File: config.mk
export PLATFORM = sky130hd
export DESIGN_NAME = tgt_phase_seq
export DESIGN_NICKNAME = d
export VERILOG_FILES = /design/src/rtl/tps_pkg.sv /design/src/rtl/tps_sel_detect.sv /design/src/rtl/tps_byte_pacer.sv /design/src/rtl/tps_phase_fsm.sv /design/src/rtl/tgt_phase_seq.sv
export SDC_FILE = /design/constraint.sdc
export NUM_CORES = 1
export LEC_CHECK = 0
export ABC_AREA = 1
export BUFFER_PORTS_ARGS = -buffer_cell sky130_fd_sc_hd__buf_2
export CAP_MARGIN = 20
export CORE_UTILIZATION = 58
export DETAILED_ROUTE_END_ITERATION = 10
export GPL_ROUTABILITY_DRIVEN = 0
export GPL_TIMING_DRIVEN = 0
export PLACE_DENSITY_LB_ADDON = 0.2
export SETUP_SLACK_MARGIN = 0.02
export SLEW_MARGIN = 10
export SYNTH_ARGS = -nofsm -noshare
export SYNTH_HDL_FRONTEND = slang
export SYNTH_SLANG_ARGS = --single-unit
File: constraint.sdc
create_clock -name clk -period 2.4 [get_ports clk]
set_clock_uncertainty 0.1 [all_clocks]
set_input_delay 0.48 -clock clk [delete_from_list [all_inputs] [get_ports clk]]
set_output_delay 0.48 -clock clk [all_outputs]
set_load 0.01 [all_outputs]
File: src/rtl/tps_pkg.sv
package tps_pkg;

  typedef enum logic [2:0] {
    PH_IDLE = 3'd0,
    PH_CMD  = 3'd1,
    PH_DIN  = 3'd2,
    PH_DOUT = 3'd3,
    PH_STAT = 3'd4,
    PH_MSG  = 3'd5
  } phase_e;

  typedef struct packed {
    logic cd;
    logic io;
    logic msg;
  } lines_t;

  // Fixed line encoding for each phase.
  function automatic lines_t phase_lines(phase_e p);
    lines_t l;
    case (p)
      PH_CMD:  l = '{cd: 1'b1, io: 1'b0, msg: 1'b0};
      PH_DIN:  l = '{cd: 1'b0, io: 1'b1, msg: 1'b0};
      PH_STAT: l = '{cd: 1'b1, io: 1'b1, msg: 1'b0};
      PH_MSG:  l = '{cd: 1'b1, io: 1'b1, msg: 1'b1};
      default: l = '{cd: 1'b0, io: 1'b0, msg: 1'b0};
    endcase
    return l;
  endfunction

  // Command length derived from the group field of the first byte.
  function automatic logic [3:0] group_len(logic [2:0] grp);
    logic [3:0] n;
    case (grp)
      3'd1, 3'd2: n = 4'd10;
      default:    n = 4'd6;
    endcase
    return n;
  endfunction

endpackage

File: src/rtl/tps_sel_detect.sv
module tps_sel_detect #(
  parameter int DW     = 8,
  parameter int SETTLE = 4
) (
  input  logic                  clk,
  input  logic                  rst_n,
  input  logic                  clr_i,
  input  logic                  bus_sel_i,
  input  logic                  bus_bsy_i,
  input  logic                  bus_io_i,
  input  logic [DW-1:0]         bus_data_i,
  input  logic [$clog2(DW)-1:0] own_id_i,
  output logic                  sel_ok_o
);
  localparam int CW = $clog2(SETTLE + 1);

  logic          cond;
  logic [CW-1:0] cnt_q, cnt_d;

  assign cond = bus_sel_i & bus_data_i[own_id_i] & ~bus_bsy_i & ~bus_io_i;

  always_comb begin
    cnt_d = cnt_q;
    if (clr_i || !cond)               cnt_d = '0;
    else if (cnt_q != CW'(SETTLE))    cnt_d = cnt_q + 1'b1;
  end

  always_ff @(posedge clk or negedge rst_n) begin
    if (!rst_n) cnt_q <= '0;
    else        cnt_q <= cnt_d;
  end

  assign sel_ok_o = cond && (cnt_q == CW'(SETTLE));

  // a selection report needs the condition on the previous edge too
  p_sel_qualified_r1: assert property (@(posedge clk) disable iff (!rst_n)
    sel_ok_o |-> $past(cond));

endmodule

File: src/rtl/tps_byte_pacer.sv
module tps_byte_pacer #(
  parameter int LW     = 8,
  parameter int SETTLE = 2
) (
  input  logic          clk,
  input  logic          rst_n,
  input  logic          clr_i,
  input  logic          start_i,
  input  logic          ack_i,
  input  logic [LW-1:0] need_i,
  output logic          req_o,
  output logic [LW-1:0] idx_o,
  output logic          fire_o,
  output logic          last_o
);
  localparam int WW = $clog2(SETTLE + 1);

  logic [WW-1:0] wait_q, wait_d;
  logic [LW-1:0] idx_q, idx_d;
  logic          req_q, req_d;
  logic          halt_q, halt_d;

  assign fire_o = !clr_i && !start_i && !halt_q && (wait_q == '0) && req_q && ack_i;
  assign last_o = fire_o && (idx_q == need_i - 1'b1);

  always_comb begin
    wait_d = wait_q;
    idx_d  = idx_q;
    req_d  = req_q;
    halt_d = halt_q;
    if (clr_i) begin
      wait_d = '0;
      idx_d  = '0;
      req_d  = 1'b0;
      halt_d = 1'b1;
    end else if (start_i) begin
      wait_d = WW'(SETTLE);
      idx_d  = '0;
      req_d  = 1'b0;
      halt_d = 1'b0;
    end else if (!halt_q) begin
      if (wait_q != '0) begin
        wait_d = wait_q - 1'b1;
      end else if (req_q) begin
        if (ack_i) begin
          req_d = 1'b0;
          if (last_o) halt_d = 1'b1;
          else        idx_d  = idx_q + 1'b1;
        end
      end else begin
        req_d = 1'b1;
      end
    end
  end

  always_ff @(posedge clk or negedge rst_n) begin
    if (!rst_n) begin
      wait_q <= '0;
      idx_q  <= '0;
      req_q  <= 1'b0;
      halt_q <= 1'b1;
    end else begin
      wait_q <= wait_d;
      idx_q  <= idx_d;
      req_q  <= req_d;
      halt_q <= halt_d;
    end
  end

  assign req_o = req_q;
  assign idx_o = idx_q;

  // a request never stands while the pacer is halted
  p_req_not_halted_r9: assert property (@(posedge clk) disable iff (!rst_n)
    req_q |-> !halt_q);

  // after an accepted byte the request is low on the next edge
  p_req_drops_r9: assert property (@(posedge clk) disable iff (!rst_n)
    fire_o |=> !req_q);

endmodule

File: src/rtl/tps_phase_fsm.sv
module tps_phase_fsm
  import tps_pkg::*;
#(
  parameter int LW = 8
) (
  input  logic          clk,
  input  logic          rst_n,
  input  logic          bus_rst_i,
  input  logic          sel_ok_i,
  input  logic          last_i,
  input  logic          req_i,
  input  logic          dir_in_i,
  input  logic [LW-1:0] xfer_len_i,
  output phase_e        state_o,
  output logic          start_o,
  output logic [LW-1:0] dlen_o
);
  phase_e        state_q, state_d;
  logic          pend_q, pend_d;
  logic [LW-1:0] dlen_q, dlen_d;

  always_comb begin
    state_d = state_q;
    pend_d  = pend_q;
    dlen_d  = dlen_q;
    start_o = 1'b0;
    if (bus_rst_i) begin
      state_d = PH_IDLE;
      pend_d  = 1'b0;
      dlen_d  = '0;
    end else if (state_q == PH_IDLE) begin
      if (sel_ok_i) begin
        state_d = PH_CMD;
        start_o = 1'b1;
      end
    end else if (pend_q) begin
      pend_d  = 1'b0;
      start_o = 1'b1;
      case (state_q)
        PH_CMD: begin
          dlen_d = xfer_len_i;
          if (xfer_len_i == '0) state_d = PH_STAT;
          else if (dir_in_i)    state_d = PH_DIN;
          else                  state_d = PH_DOUT;
        end
        PH_DIN, PH_DOUT: state_d = PH_STAT;
        PH_STAT:         state_d = PH_MSG;
        default: begin
          state_d = PH_IDLE;
          start_o = 1'b0;
        end
      endcase
    end else if (last_i) begin
      pend_d = 1'b1;
    end
  end

  always_ff @(posedge clk or negedge rst_n) begin
    if (!rst_n) begin
      state_q <= PH_IDLE;
      pend_q  <= 1'b0;
      dlen_q  <= '0;
    end else begin
      state_q <= state_d;
      pend_q  <= pend_d;
      dlen_q  <= dlen_d;
    end
  end

  assign state_o = state_q;
  assign dlen_o  = dlen_q;

  // the phase cannot move on an edge where the request was high
  p_lines_hold_r9: assert property (@(posedge clk) disable iff (!rst_n)
    (req_i && !bus_rst_i) |=> (state_q == $past(state_q)));

  // leaving the message phase always lands in idle
  p_msg_to_free_r8: assert property (@(posedge clk) disable iff (!rst_n)
    ($past(state_q) == PH_MSG && state_q != PH_MSG) |-> (state_q == PH_IDLE));

endmodule

File: src/rtl/tgt_phase_seq.sv
module tgt_phase_seq
  import tps_pkg::*;
#(
  parameter int DW         = 8,
  parameter int LW         = 8,
  parameter int SEL_SETTLE = 4,
  parameter int PH_SETTLE  = 2
) (
  input  logic                  clk,
  input  logic                  rst_n,
  input  logic                  bus_rst_i,
  input  logic                  bus_sel_i,
  input  logic                  bus_bsy_i,
  input  logic                  bus_io_i,
  input  logic [DW-1:0]         bus_data_i,
  input  logic [$clog2(DW)-1:0] own_id_i,
  input  logic                  dir_in_i,
  input  logic [LW-1:0]         xfer_len_i,
  input  logic [DW-1:0]         status_i,
  input  logic                  xfer_ack_i,
  output logic                  bsy_o,
  output logic                  cd_o,
  output logic                  io_o,
  output logic                  msg_o,
  output logic                  xfer_req_o,
  output logic [DW-1:0]         tx_byte_o,
  output logic [DW-1:0]         cmd_byte_o,
  output logic [3:0]            cmd_idx_o,
  output logic                  cmd_wr_o
);
  localparam logic [3:0] DEF_LEN = 4'd6;

  // Reset: asserted asynchronously, released through two flops.
  logic [1:0] rs_q;
  logic       rst_sn;
  always_ff @(posedge clk or negedge rst_n) begin
    if (!rst_n) rs_q <= 2'b00;
    else        rs_q <= {rs_q[0], 1'b1};
  end
  assign rst_sn = rs_q[1];

  logic          sel_ok, start, fire, last, req;
  logic [LW-1:0] idx, need, dlen;
  phase_e        state;
  lines_t        lines;

  tps_sel_detect #(.DW(DW), .SETTLE(SEL_SETTLE)) u_sel (
    .clk(clk), .rst_n(rst_sn), .clr_i(bus_rst_i),
    .bus_sel_i(bus_sel_i), .bus_bsy_i(bus_bsy_i), .bus_io_i(bus_io_i),
    .bus_data_i(bus_data_i), .own_id_i(own_id_i), .sel_ok_o(sel_ok)
  );

  tps_phase_fsm #(.LW(LW)) u_fsm (
    .clk(clk), .rst_n(rst_sn), .bus_rst_i(bus_rst_i), .sel_ok_i(sel_ok),
    .last_i(last), .req_i(req), .dir_in_i(dir_in_i), .xfer_len_i(xfer_len_i),
    .state_o(state), .start_o(start), .dlen_o(dlen)
  );

  tps_byte_pacer #(.LW(LW), .SETTLE(PH_SETTLE)) u_pace (
    .clk(clk), .rst_n(rst_sn), .clr_i(bus_rst_i), .start_i(start),
    .ack_i(xfer_ack_i), .need_i(need), .req_o(req), .idx_o(idx),
    .fire_o(fire), .last_o(last)
  );

  // Command capture and command length register.
  logic [3:0]    clen_q, clen_d;
  logic [DW-1:0] cbyte_q, cbyte_d;
  logic [3:0]    cidx_q, cidx_d;
  logic          cwr_q, cwr_d;

  always_comb begin
    clen_d  = clen_q;
    cbyte_d = cbyte_q;
    cidx_d  = cidx_q;
    cwr_d   = 1'b0;
    if (bus_rst_i) begin
      clen_d  = DEF_LEN;
      cbyte_d = '0;
      cidx_d  = '0;
    end else if (fire && state == PH_CMD) begin
      cbyte_d = bus_data_i;
      cidx_d  = idx[3:0];
      cwr_d   = 1'b1;
      if (idx == '0) clen_d = group_len(bus_data_i[DW-1:DW-3]);
    end else if (start) begin
      clen_d = DEF_LEN;
    end
  end

  always_ff @(posedge clk or negedge rst_sn) begin
    if (!rst_sn) begin
      clen_q  <= DEF_LEN;
      cbyte_q <= '0;
      cidx_q  <= '0;
      cwr_q   <= 1'b0;
    end else begin
      clen_q  <= clen_d;
      cbyte_q <= cbyte_d;
      cidx_q  <= cidx_d;
      cwr_q   <= cwr_d;
    end
  end

  always_comb begin
    case (state)
      PH_CMD:          need = LW'(clen_q);
      PH_DIN, PH_DOUT: need = dlen;
      default:         need = LW'(1);
    endcase
  end

  assign lines      = phase_lines(state);
  assign bsy_o      = (state != PH_IDLE);
  assign cd_o       = lines.cd;
  assign io_o       = lines.io;
  assign msg_o      = lines.msg;
  assign xfer_req_o = req;
  assign tx_byte_o  = (state == PH_STAT) ? status_i : '0;
  assign cmd_byte_o = cbyte_q;
  assign cmd_idx_o  = cidx_q;
  assign cmd_wr_o   = cwr_q;

  // phase lines only while the bus is held
  p_lines_need_bsy_r8: assert property (@(posedge clk) disable iff (!rst_sn)
    (cd_o || io_o || msg_o) |-> bsy_o);

  // command bytes are captured only in the command phase
  p_capture_in_cmd_r5: assert property (@(posedge clk) disable iff (!rst_sn)
    cmd_wr_o |-> $past(cd_o && !io_o && !msg_o));

  // a sampled bus reset leaves the bus released
  p_bus_reset_r10: assert property (@(posedge clk) disable iff (!rst_sn)
    $past(bus_rst_i) |-> (!bsy_o && !xfer_req_o && !cmd_wr_o));

  // the command phase never moves more bytes than the longest group
  p_cmd_len_r3: assert property (@(posedge clk) disable iff (!rst_sn)
    cmd_wr_o |-> (cmd_idx_o < 4'd10));

endmodule

## Word-level counts from Yosys, hierarchy flattened

Index checks and enable logic that the tools add are counted.

- Bits in registers: 46
- Output and inout bits: 26

- Add/subtract/negate cells: 4
- Equal/unequal tests: 16
- Mux-type cells: 61
- Reductions and logical operators: 37
- Bitwise logic cells: 5
- $lt $le $gt $ge: 1

Operator list:

| cell | count |
|---|---|
| $mux W8 | 14 |
| $mux W4 | 7 |
| $mux W1 | 25 |
| $mux W3 | 7 |
| $reduce_bool A3 Y1 | 6 |
| $logic_not A8 Y1 | 2 |
| $pmux W8 S2 | 1 |
| $ne A3 B2 Y1 const B | 4 |
| $pmux W3 S4 | 1 |
| $reduce_bool A2 Y1 | 5 |
| $eq A3 B2 Y1 const B | 3 |
| $eq A3 B3 Y1 const B | 3 |
| $pmux W3 S3 | 1 |
| $add A8 B1 Y8 const B | 1 |
| $eq A8 B8 Y1 | 1 |
| $logic_and A1 B1 Y1 | 8 |
| $mux W2 | 4 |
| $reduce_and A2 Y1 | 4 |
| $sub A8 B1 Y8 const B | 1 |
| $eq A3 B1 Y1 const B | 2 |
| $ne A3 B3 Y1 const B | 2 |
| $reduce_and A5 Y1 | 1 |
| $logic_not A1 Y1 | 4 |
| $lt A3 B4 Y1 const B | 1 |
| 12 further kinds | 16 |

## Logic depth before layout (Yosys ltp)

Gate-level depths: netlist of the first run.

- Word-level depth: 23
- Mapped depth: 17

## Hierarchy

From an unflattened synthesis of the first run, not the netlist that was laid out.

- Cells, all modules: 429
- Area, all modules: 2949.1 sq um

Modules (own cells, without submodules):

| module | area each (sq um) | cells each | instances |
|---|---|---|---|
| tps_byte_pacer | 1054.8 | 173 | 1 |
| tgt_phase_seq | 958.4 | 133 | 1 |
| tps_phase_fsm | 655.6 | 81 | 1 |
| tps_sel_detect | 280.3 | 42 | 1 |

## Least setup slack after synthesis of the first run

OpenSTA, ideal clock, no wires.

- Path type: register -> register
- Start: register u_fsm.state_q[2], in the netlist u_fsm.state_o[2]
- End: register u_pace.idx_q[2], in the netlist u_pace.idx_o[2]
- Arrival: 1994 ps
- Clock period less this slack: 2159 ps
- Path slack: 241 ps
- Library setup time: 66 ps
- Path buffers: 0
- Stages on the path, launching flop included: 14
- Cells stage by stage: dfrtp_1 nor2_2 o21ai_0 ha_1 xnor2_1 nor2_1 nand2_1 nor2_1 nand2_1 nor2_4 nand4_4 nand2_4 nand2_1 nand2_1

- Word-level cells in the longest chain between the ends: 15

RTL lines:

| item | RTL line | source |
|---|---|---|
| from (decl) | tps_phase_fsm.sv:18 | `phase_e state_q, state_d;` |
| from (signal assigned) | tps_phase_fsm.sv:64 | `state_q <= state_d;` |
| branches (longest 15 deep; another with $sub A8 B1 Y8) | - |  |
| to (signal assigned) | tps_byte_pacer.sv:64 | `idx_q <= idx_d;` |
| to (decl) | tps_byte_pacer.sv:19 | `logic [LW-1:0] idx_q, idx_d;` |

Parallel ways; which one is timed is not known.
A chain may end at the register's enable or synchronous reset.

## Worst setup path in the final report of the first run

- Start: register u_fsm.state_q[0], in the netlist u_fsm.state_o[0]
- End: register u_pace.idx_q[3], in the netlist u_pace.idx_o[3]

The elaborated chain is that of the path after synthesis.

==> results.ini, run 1 <==
[routing]
wirelength_um = 6740
num_vias = 2767
wl_per_cell_um = 13.1
via_per_inst = 5.36
firstDrtPassIters = 4
antenna_left = 0
drt_iter0_markers = 213
drc = 0

[grt]
grt_max_degree = 33
overflow = 0
grt_pass1_wl_um = 11300
grt_pass1_vias = 2589
grt_antenna_before_repair = 0
track_usage_pct = 28.7

[setup_path]
path_max_fanout = 6
cp-end-kind = register
required_ps = 2490
path_class = register to register
cp-start-kind = register
arrival_ps = 2360

[place]
io_buffers = 60
dp_hpwl_um = 4800
dpl-instance-area_um2 = 3100
place_ws_ps = -23.0

[synthesis]
syn_area_per_cell_um2 = 6.98
synth-seq-area-share_pct = 40.7
async_flop_share_pct = 100
ys_warn_count = 0
netlist_area_um2 = 2710
synthTopCellsByArea = dfrtp_1 (39%), nand2_1 (17%), nand3_1 (8.7%)
syn_inst = 388
ys.flop_type = dfrtp_1
synth_area_leader_cell = dfrtp_1
synth-seq-cells = 44
synth_top_area_share_pct = 38.8
ys_types = 32
synthesis.nets = 429
synth_enable_flop_cells = 0

[floorplanning]
core_area_um2 = 4410
die_height_um = 70.4
die_x_um = 70.4
rows = 24
start_util_pct = 61.4
die_area_um2 = 4950
pin_count = 61

[sta]
slew_viol_final = 0
slew_headroom_pct = 64.3
period_needed_ps = 2270
tightest_slew_ps = 535
max_freq_ghz = 0.440
setup_viol_count_final = 0
holdWs_ps = 50.9
period_share_pct = 94.7
rsz0062_at_grt = true
setup_ws_ps = 128
finalHoldViolations = 0

[layout]
design_area_um2 = 3360
final_nets = 504
ff_latch_area_um2 = 1110
n_antenna_cell = 0
area_delta_synth_final_pct = 23.8
drive_gt1_share_pct = 23.7
multi_input_area_um2 = 1430
fill_cells = 316

[clock_network]
insertion_delay_ps = 300
cts_root_buf = clkbuf_8
cts_buffer_depth = 2
cts_tree = done
clkSlewWorstSetupHoldPaths_ps = 80
numCtsBuffers = 5
htreeDepth = 2
cts_num_sinks = 44

[power_and_ir_drop]
power_mw = 2.61
p_sw_mw = 1.01
peakVddDrop_uv = 622
powerDensity_nw_per_um2 = 777
p_seq_share_pct = 32.0
leakagePower_nw = 1.90
p_clk_share_pct = 24.0
p_int_mw = 1.60
combPwrFrac_pct = 44.0
swShare_pct = 38.8

[run_status]
status = finished, final reports clean

[run]
cap_violations = 0

[hold_path]
hold_class = register to asynchronous set/reset pin

kinds of logic (layout without fill, tap and decap cells):
family	count (synthesis)	count (layout)	synth area share, %
adders and majority gates	6	6	2.77
DFF	44	44	40.7
AOI/OAI and AO/OA	36	36	7.02
and+or+nand+nor	230	230	38.4
xor gates and xnor gates	6	6	1.94
buffers and inverters	65	141	9.05
other	1	1	0.138
power groups by stage:
stage | registers, mW | logic [mW] | clock network, mW
3_3_place_gp | 0.837 | 0.900 | 0
3_5_place_dp | 0.829 | 0.940 | 0
2_1_floorplan | 0.827 | 0.707 | 0
6_report | 0.834 | 1.15 | 0.626
4_1_cts | 0.824 | 0.976 | 0.630
5_1_grt | 0.838 | 1.29 | 0.659
sequential cells by signal, indices dropped and copies added, names as in the netlist, 2 cells and up:
name           flops
u_pace.idx_o       8
cmd_byte_o         8
u_sel.cnt_q        3
rs_q               2
u_pace.wait_q      2
cmd_idx_o          4
clen_q             2
u_fsm.dlen_o       8
u_fsm.state_o      3
layout by cell type, fill, tap and decap left out, types with 4 or more instances in the layout:
cell type | Yosys | final
nand2_1 | 122 | 118
buf_2 | 1 | 61
inv_1 | 55 | 54
nand3_1 | 47 | 45
dfrtp_1 | 42 | 38
nor2_1 | 33 | 32
a21oi_1 | 14 | 14
o21ai_0 | 14 | 13
nor2_4 | 3 | 8
clkbuf_8 | 0 | 7
nand2_2 | 2 | 6
nand4_1 | 5 | 5
ha_1 | 6 | 5
buf_4 | 0 | 5
inv_2 | 4 | 4
nand3_2 | 2 | 4
clkbuf_1 | 4 | 4
xor2_1 | 4 | 4
dfrtp_2 | 0 | 4
worst paths after layout:
kind,start,endpoint,slack [ps],cells past startpoint
worst max-delay path,u_fsm.state_o[0],u_pace.idx_o[3],130,15
worst min-delay path,rs_q[1],u_fsm.state_o[0],50,0
worst max register to register,u_fsm.state_o[0],u_pace.idx_o[3],130,15
worst min register to register,rs_q[1],u_fsm.state_o[0],50,0
max in group asynchronous,rs_q[1],u_pace.halt_q,1620,1
min in group clk,dir_in_i,u_fsm.state_o[0],260,2
repair_timing:
action,in CTS,in global routing
endpoints found under the hold margin,2,0
setup buffers,0,6
hold buffers,1,0
setup endpoints to repair,9,19
pin swaps,0,10
resized for setup,3,21
cells in the mapped netlist (4+ instances only):
cell        n
o21ai_0    14
a21oi_1    14
nand4_1     5
xor2_1      4
nor2_1     33
ha_1        6
inv_1      55
dfrtp_1    42
nand2_1   122
clkbuf_1    4
nand3_1    47
inv_2       4
nor2_2      4
worst max-delay path: stages (launching register included):
cell     delay [ps]
dfrtp_2         450
nor2_4          170
nor2_4           80
nand2_2          80
inv_2            50
ha_4            210
xnor2_1         120
nor2_1          100
nand2_1          60
nor2_1           90
nand2_1          90
nor2_4          120
nand4_4         150
buf_6           180
nand3_1          60
nand2_1          60
area by class of cell:
cell class / instances / share of cell area (%)
repair buffers: 68 / 11.3
clock buffers: 7 / 2.87
clock inverters: 1 / 0.895
flip-flops and latches: 44 / 33.0
plain buffers: 5 / 0.597
multi-input cells: 279 / 42.5
well taps: 52 / 1.94
inverters: 60 / 6.90
metrics by stage:
step | cells | util, % | TNS, ps
2_1_floorplan | 388 | - | 0
4_1_cts | 510 | 73.5 | 0
3_3_place_gp | 500 | 69.7 | 0
6_report | 516 | 76.0 | 0
5_1_grt | 516 | 76.0 | -282
3_5_place_dp | 501 | 70.2 | -47.6
metal layers:
layer | wire (µm) | GRT usage (%) | vias up | part of all wire [%]
met5 | 0 | 0 | - | 0
met4 | 85 | 7.33 | 0 | 1.3
met3 | 334 | 4.76 | 8 | 5.0
met2 | 3470 | 51.4 | 80 | 51
met1 | 2850 | 35.5 | 1298 | 42
li1 | - | - | 1381 | -
Note: power is estimated with default switching activity, not from simulation.
==> run 2, diff against run 1 <==
- BUFFER_PORTS_ARGS: -buffer_cell sky130_fd_sc_hd__buf_2 -> not set
- CORE_UTILIZATION: 58 -> 60
- DONT_BUFFER_PORTS: not set -> 1
==> run 2 against run 1 <==
Net effect:
- critical path depth unchanged
- critical path type unchanged
- via count down 10%
- final cell count down 11%
- total power down 5.5%
- non-clock buffer count down 59
- highest routed layer unchanged
- critical endpoint is now u_pace.idx_o[2]
- worst hold slack better by 1.4 ps
- setup slack worse by 80 ps
==> results.ini, run 2 (synthesized netlist as in run 1, its figures left out) <==
[clock_network]
cts_num_sinks = 44
cts_tree = done
cts_buffer_depth = 2
insertion_delay_ps = 300
htreeDepth = 2
cts_root_buf = clkbuf_8
numCtsBuffers = 5
clkSlewWorstSetupHoldPaths_ps = 90

[setup_path]
critPathBufInv = 1
critPathTopFamily = simple AND/OR/NAND/NOR gates
timing.rr.end = u_pace.idx_o[2]
rr_startpoint = u_fsm.state_o[0]
path_cells = nor2_4 > nor2_4 > nand2_2 > inv_1 > ha_1 > xnor2_1 > nor2_1 > nand2_1 > nor2_1 > nand2_1 > nor2_4 > nand4_4 > nand2_4 > nand2_2 > nand2_2
path_class = register to register
required_ps = 2550
path_max_fanout = 8
arrival_ps = 2500
regToRegSetupSlack_ps = 50
cp-start-kind = register
cp-end-kind = register
crit_slowest_cell = dfrtp_2
reg2reg_depth = 15
slowest_delay_ps = 450

[grt]
use_met2_pct = 42.9
grt_util_met3_pct = 5.67
track_usage_pct = 25.9
grt_pass1_wl_um = 9960
grt_max_degree = 31
overflow = 0
grt.busiest_layer = met2
grt_antenna_before_repair = 0
grt_pass1_vias = 2259
grt_use_met1_pct = 33.9

[power_and_ir_drop]
combPwrFrac_pct = 43.2
peakVddDrop_uv = 595
p_clk_share_pct = 23.0
p_sw_mw = 0.989
leakagePower_nw = 1.62
p_int_mw = 1.47
swShare_pct = 40.2
p_seq_share_pct = 33.7
powerDensity_nw_per_um2 = 807

[sta]
max_freq_ghz = 0.425
slew_headroom_pct = 65.3
tns_ps = 0
setup_viol_count_final = 0
tightest_slew_ps = 520
slew_viol_final = 0
finalHoldViolations = 0
setup_ws_ps = 48.6
period_needed_ps = 2350
rsz0062_at_grt = true
period_share_pct = 98.0
holdWs_ps = 52.3

[place]
dp_hpwl_um = 4380
placed_cells = 441
io_buffers = 0
place_ws_ps = -76.2

[floorplanning]
rows = 24
die_height_um = 69.2
pin_count = 61
die_area_um2 = 4790
start_util_pct = 62.2
die_x_um = 69.2
core_area_um2 = 4350

[layout]
final_nets = 446
area_delta_synth_final_pct = 12.7
fill_cells = 370
drive_gt1_share_pct = 13.5
final_cell_mix = nand2_1 (112), inv_1 (55), nand3_1 (45)
fin_cells = 458
ff_latch_area_um2 = 1110
multi_input_area_um2 = 1440
mostFrequentLayoutCell = nand2_1
n_antenna_cell = 0

[routing]
antenna_left = 0
via_per_inst = 5.42
wirelength_um = 6020
wl_per_cell_um = 13.1
firstDrtPassIters = 4
drc = 0
num_vias = 2481
drt_iter0_markers = 184

[run_status]
status = finished, final reports clean

[hold_path]
hold_class = register to asynchronous set/reset pin

[run]
cap_violations = 0

[run 2: worst max path at each step]
| stage | depth (start not counted) | to | startpoint |
|---|---|---|---|
| floorplan | 13 | u_pace.idx_o[2] | u_fsm.state_o[2] |
| global placement | 15 | u_pace.idx_o[2] | u_fsm.state_o[0] |
| detailed placement | 15 | u_pace.idx_o[2] | u_fsm.state_o[0] |
| CTS | 15 | u_pace.idx_o[2] | u_fsm.state_o[1] |
| global route | 15 | u_pace.idx_o[0] | u_fsm.state_o[0] |
| finish | 15 | u_pace.idx_o[2] | u_fsm.state_o[0] |
[run 2: power by group through the flow]
stage                     Sequential, mW  Clock (mW)  Combinational, mW
final                              0.831       0.568               1.06
after global routing               0.836       0.600               1.20
after CTS                          0.828       0.564              0.875
after detailed placement           0.829           0              0.853
after global placement             0.837           0              0.813
after floorplan                    0.827           0              0.707
[run 2: through the flow]
stage,power [mW],instance area [µm²],utilization (%)
finish,2.46,3050,70.1
global route,2.63,3050,70.1
CTS,2.27,2930,67.3
detailed placement,1.68,2800,64.2
global placement,1.65,2780,63.7
floorplan,1.53,2710,-
[run 2: layout make-up]
class,instances,share of cell area [%]
clock inverters,2,1.15
inverters,60,7.58
well taps,52,2.13
repair buffers,9,2.70
clock buffers,6,2.38
plain buffers,5,0.655
multi-input cells,280,47.1
flip-flops and latches,44,36.3
[run 2: what timing repair did]
item                                   4_1_cts  5_1_grt
endpoints found under the hold margin        2        0
pin swaps                                    0       16
setup endpoints to repair                   10       19
gates cloned                                 0        1
buffers inserted                             0        7
hold buffers                                 1        0
gates resized for setup                      5       19
[run 2: per-layer routing]
| metal | vias to the layer above | routed length, µm |
|---|---|---|
| met5 | - | 0 |
| met4 | 0 | 72 |
| met3 | 6 | 303 |
| met2 | 59 | 3010 |
| met1 | 1149 | 2640 |
| li1 | 1267 | - |
==> run 3, diff against run 2 <==
- CORE_UTILIZATION: 60 -> 57
- clock period: 2.4 -> 2.1 ns (I/O delays scaled with it)
==> run 3 against run 2 <==
Net effect:
- the flow now finishes with violations (negative setup slack)
- die area up 5.1%
- critical endpoint is now u_pace.idx_o[1]
- wire length up 12%
- highest routed layer unchanged
- utilization up 1.2 points
==> results.ini, run 3 (synthesized netlist as in run 1, its figures left out) <==
[sta]
period_share_pct = 106
period_needed_ps = 2230
slew_viol_final = 0
tightest_slew_ps = 572
rsz0062_at_grt = true
slew_headroom_pct = 61.8
setup_ws_ps = -133
max_freq_ghz = 0.448
setup_viol_count_final = 20
finalHoldViolations = 0

[clock_network]
cts_buffer_depth = 2
clkSlewWorstSetupHoldPaths_ps = 80
cts_tree = done
insertion_delay_ps = 300
numCtsBuffers = 5
cts_num_sinks = 44
cts_root_buf = clkbuf_8
htreeDepth = 2

[layout]
area_delta_synth_final_pct = 17.8
final_nets = 451
final_cell_mix = nand2_1 (110), inv_1 (53), nand3_1 (45)
multi_input_area_um2 = 1500
mostFrequentLayoutCell = nand2_1
drive_gt1_share_pct = 19.0
ff_latch_area_um2 = 1110
fill_cells = 334
utilization_pct = 71.4
fin_cells = 463
n_antenna_cell = 0

[power_and_ir_drop]
powerDensity_nw_per_um2 = 981
leakagePower_nw = 1.68
peakVddDrop_uv = 828

[grt]
grt_use_met1_pct = 35.3
grt_pass1_vias = 2557
track_usage_pct = 28.3
grt.busiest_layer = met2
grt_pass1_wl_um = 11100
grt_util_met3_pct = 7.69
overflow = 0
grt_max_degree = 24
grt_antenna_before_repair = 0
use_met2_pct = 47.6

[setup_path]
path_class = register to register
path_max_fanout = 8
required_ps = 2240
cp-end-kind = register
cp-start-kind = register
arrival_ps = 2380

[routing]
firstDrtPassIters = 5
drc = 0
wirelength_um = 6770
num_vias = 2605
wl_per_cell_um = 14.6
drt_iter0_markers = 181
via_per_inst = 5.63
antenna_left = 0

[floorplanning]
die_x_um = 71.0
pin_count = 61
die_height_um = 71.0
start_util_pct = 60.6
die_area_um2 = 5030
core_area_um2 = 4470
rows = 24

[place]
placed_cells = 441
io_buffers = 0
dp_hpwl_um = 4630

[hold_path]
hold_class = input pin to register

[run_status]
violations = negative setup slack
status = finished, violations left

[run]
cap_violations = 0

run 3: cell count changes in the layout (fill, tap and decap cells not counted), moves of 3 or more:
| cell | change |
|---|---|
| nor2_1 | -10 |
| nor2_4 | +3 |
| buf_4 | +4 |
| nor2_2 | +7 |
run 3: worst paths after layout:
check | from | to | slack, ps | cells after the start
worst max-delay path | u_fsm.state_o[1] | u_pace.idx_o[1] | -130 | 15
min in group asynchronous | rs_q[1] | cmd_byte_o[1] | 140 | 0
worst min register to register | rs_q[1] | cmd_byte_o[1] | 140 | 0
worst min-delay path | dir_in_i | u_fsm.state_o[0] | 110 | 1
max in group asynchronous | rs_q[1] | clen_q[2] | 1210 | 1
worst max register to register | u_fsm.state_o[1] | u_pace.idx_o[1] | -130 | 15
run 3: final cells by class:
cell class	count	area share, %
inverter	60	7.25
clock inverter	2	1.21
tap	52	2.04
clock buffer	6	2.59
sequential	44	34.7
timing repair buffer	14	4.51
buffer	5	0.705
multi-input combinational	280	47.0
run 3: layer usage:
| metal | vias up | wire (µm) |
|---|---|---|
| met5 | - | 0 |
| met4 | 0 | 136 |
| met3 | 14 | 390 |
| met2 | 93 | 3410 |
| met1 | 1221 | 2840 |
| li1 | 1277 | - |
run 3: metrics by stage:
stage          cell area (µm²)  total power, mW  setup TNS [ps]  hold slack (ps)  setup slack, ps
2_1_floorplan             2720             1.78               0             24.4             30.7
3_3_place_gp              2790             1.90           -2820             24.5             -207
3_5_place_dp              2820             1.94           -3920             24.5             -258
4_1_cts                   3120             3.03           -1030              108             -104
5_1_grt                   3190             3.29           -5130              107             -257
6_report                  3190             3.13           -1410              112             -133
run 3: what timing repair did:
action | in CTS | in global routing
setup endpoints to repair | 30 | 38
buffers inserted | 10 | 3
pin swaps | 13 | 12
cloned | 1 | 0
hold endpoints to repair | 2 | 0
gates resized for setup | 22 | 22
hold buffers | 1 | 0
run 3: report_power, final:
group | total (mW) | switching (mW) | internal, mW
logic | 1.50 | 0.895 | 0.606
registers | 0.939 | 0.0522 | 0.886
clock network | 0.692 | 0.303 | 0.389
total | 3.13 | 1.25 | 1.88
run 3: critical path, stage by stage, from the launching register on:
cell	delay, ps
dfrtp_2	460
nor2_4	130
nor2_4	60
nand2_2	80
inv_2	50
ha_4	210
xnor2_2	130
nor2_1	110
nand2_1	70
nor2_1	100
nand2_1	90
nor2_4	150
nand4_4	150
nand2_4	170
nand2_1	60
nand2_1	60
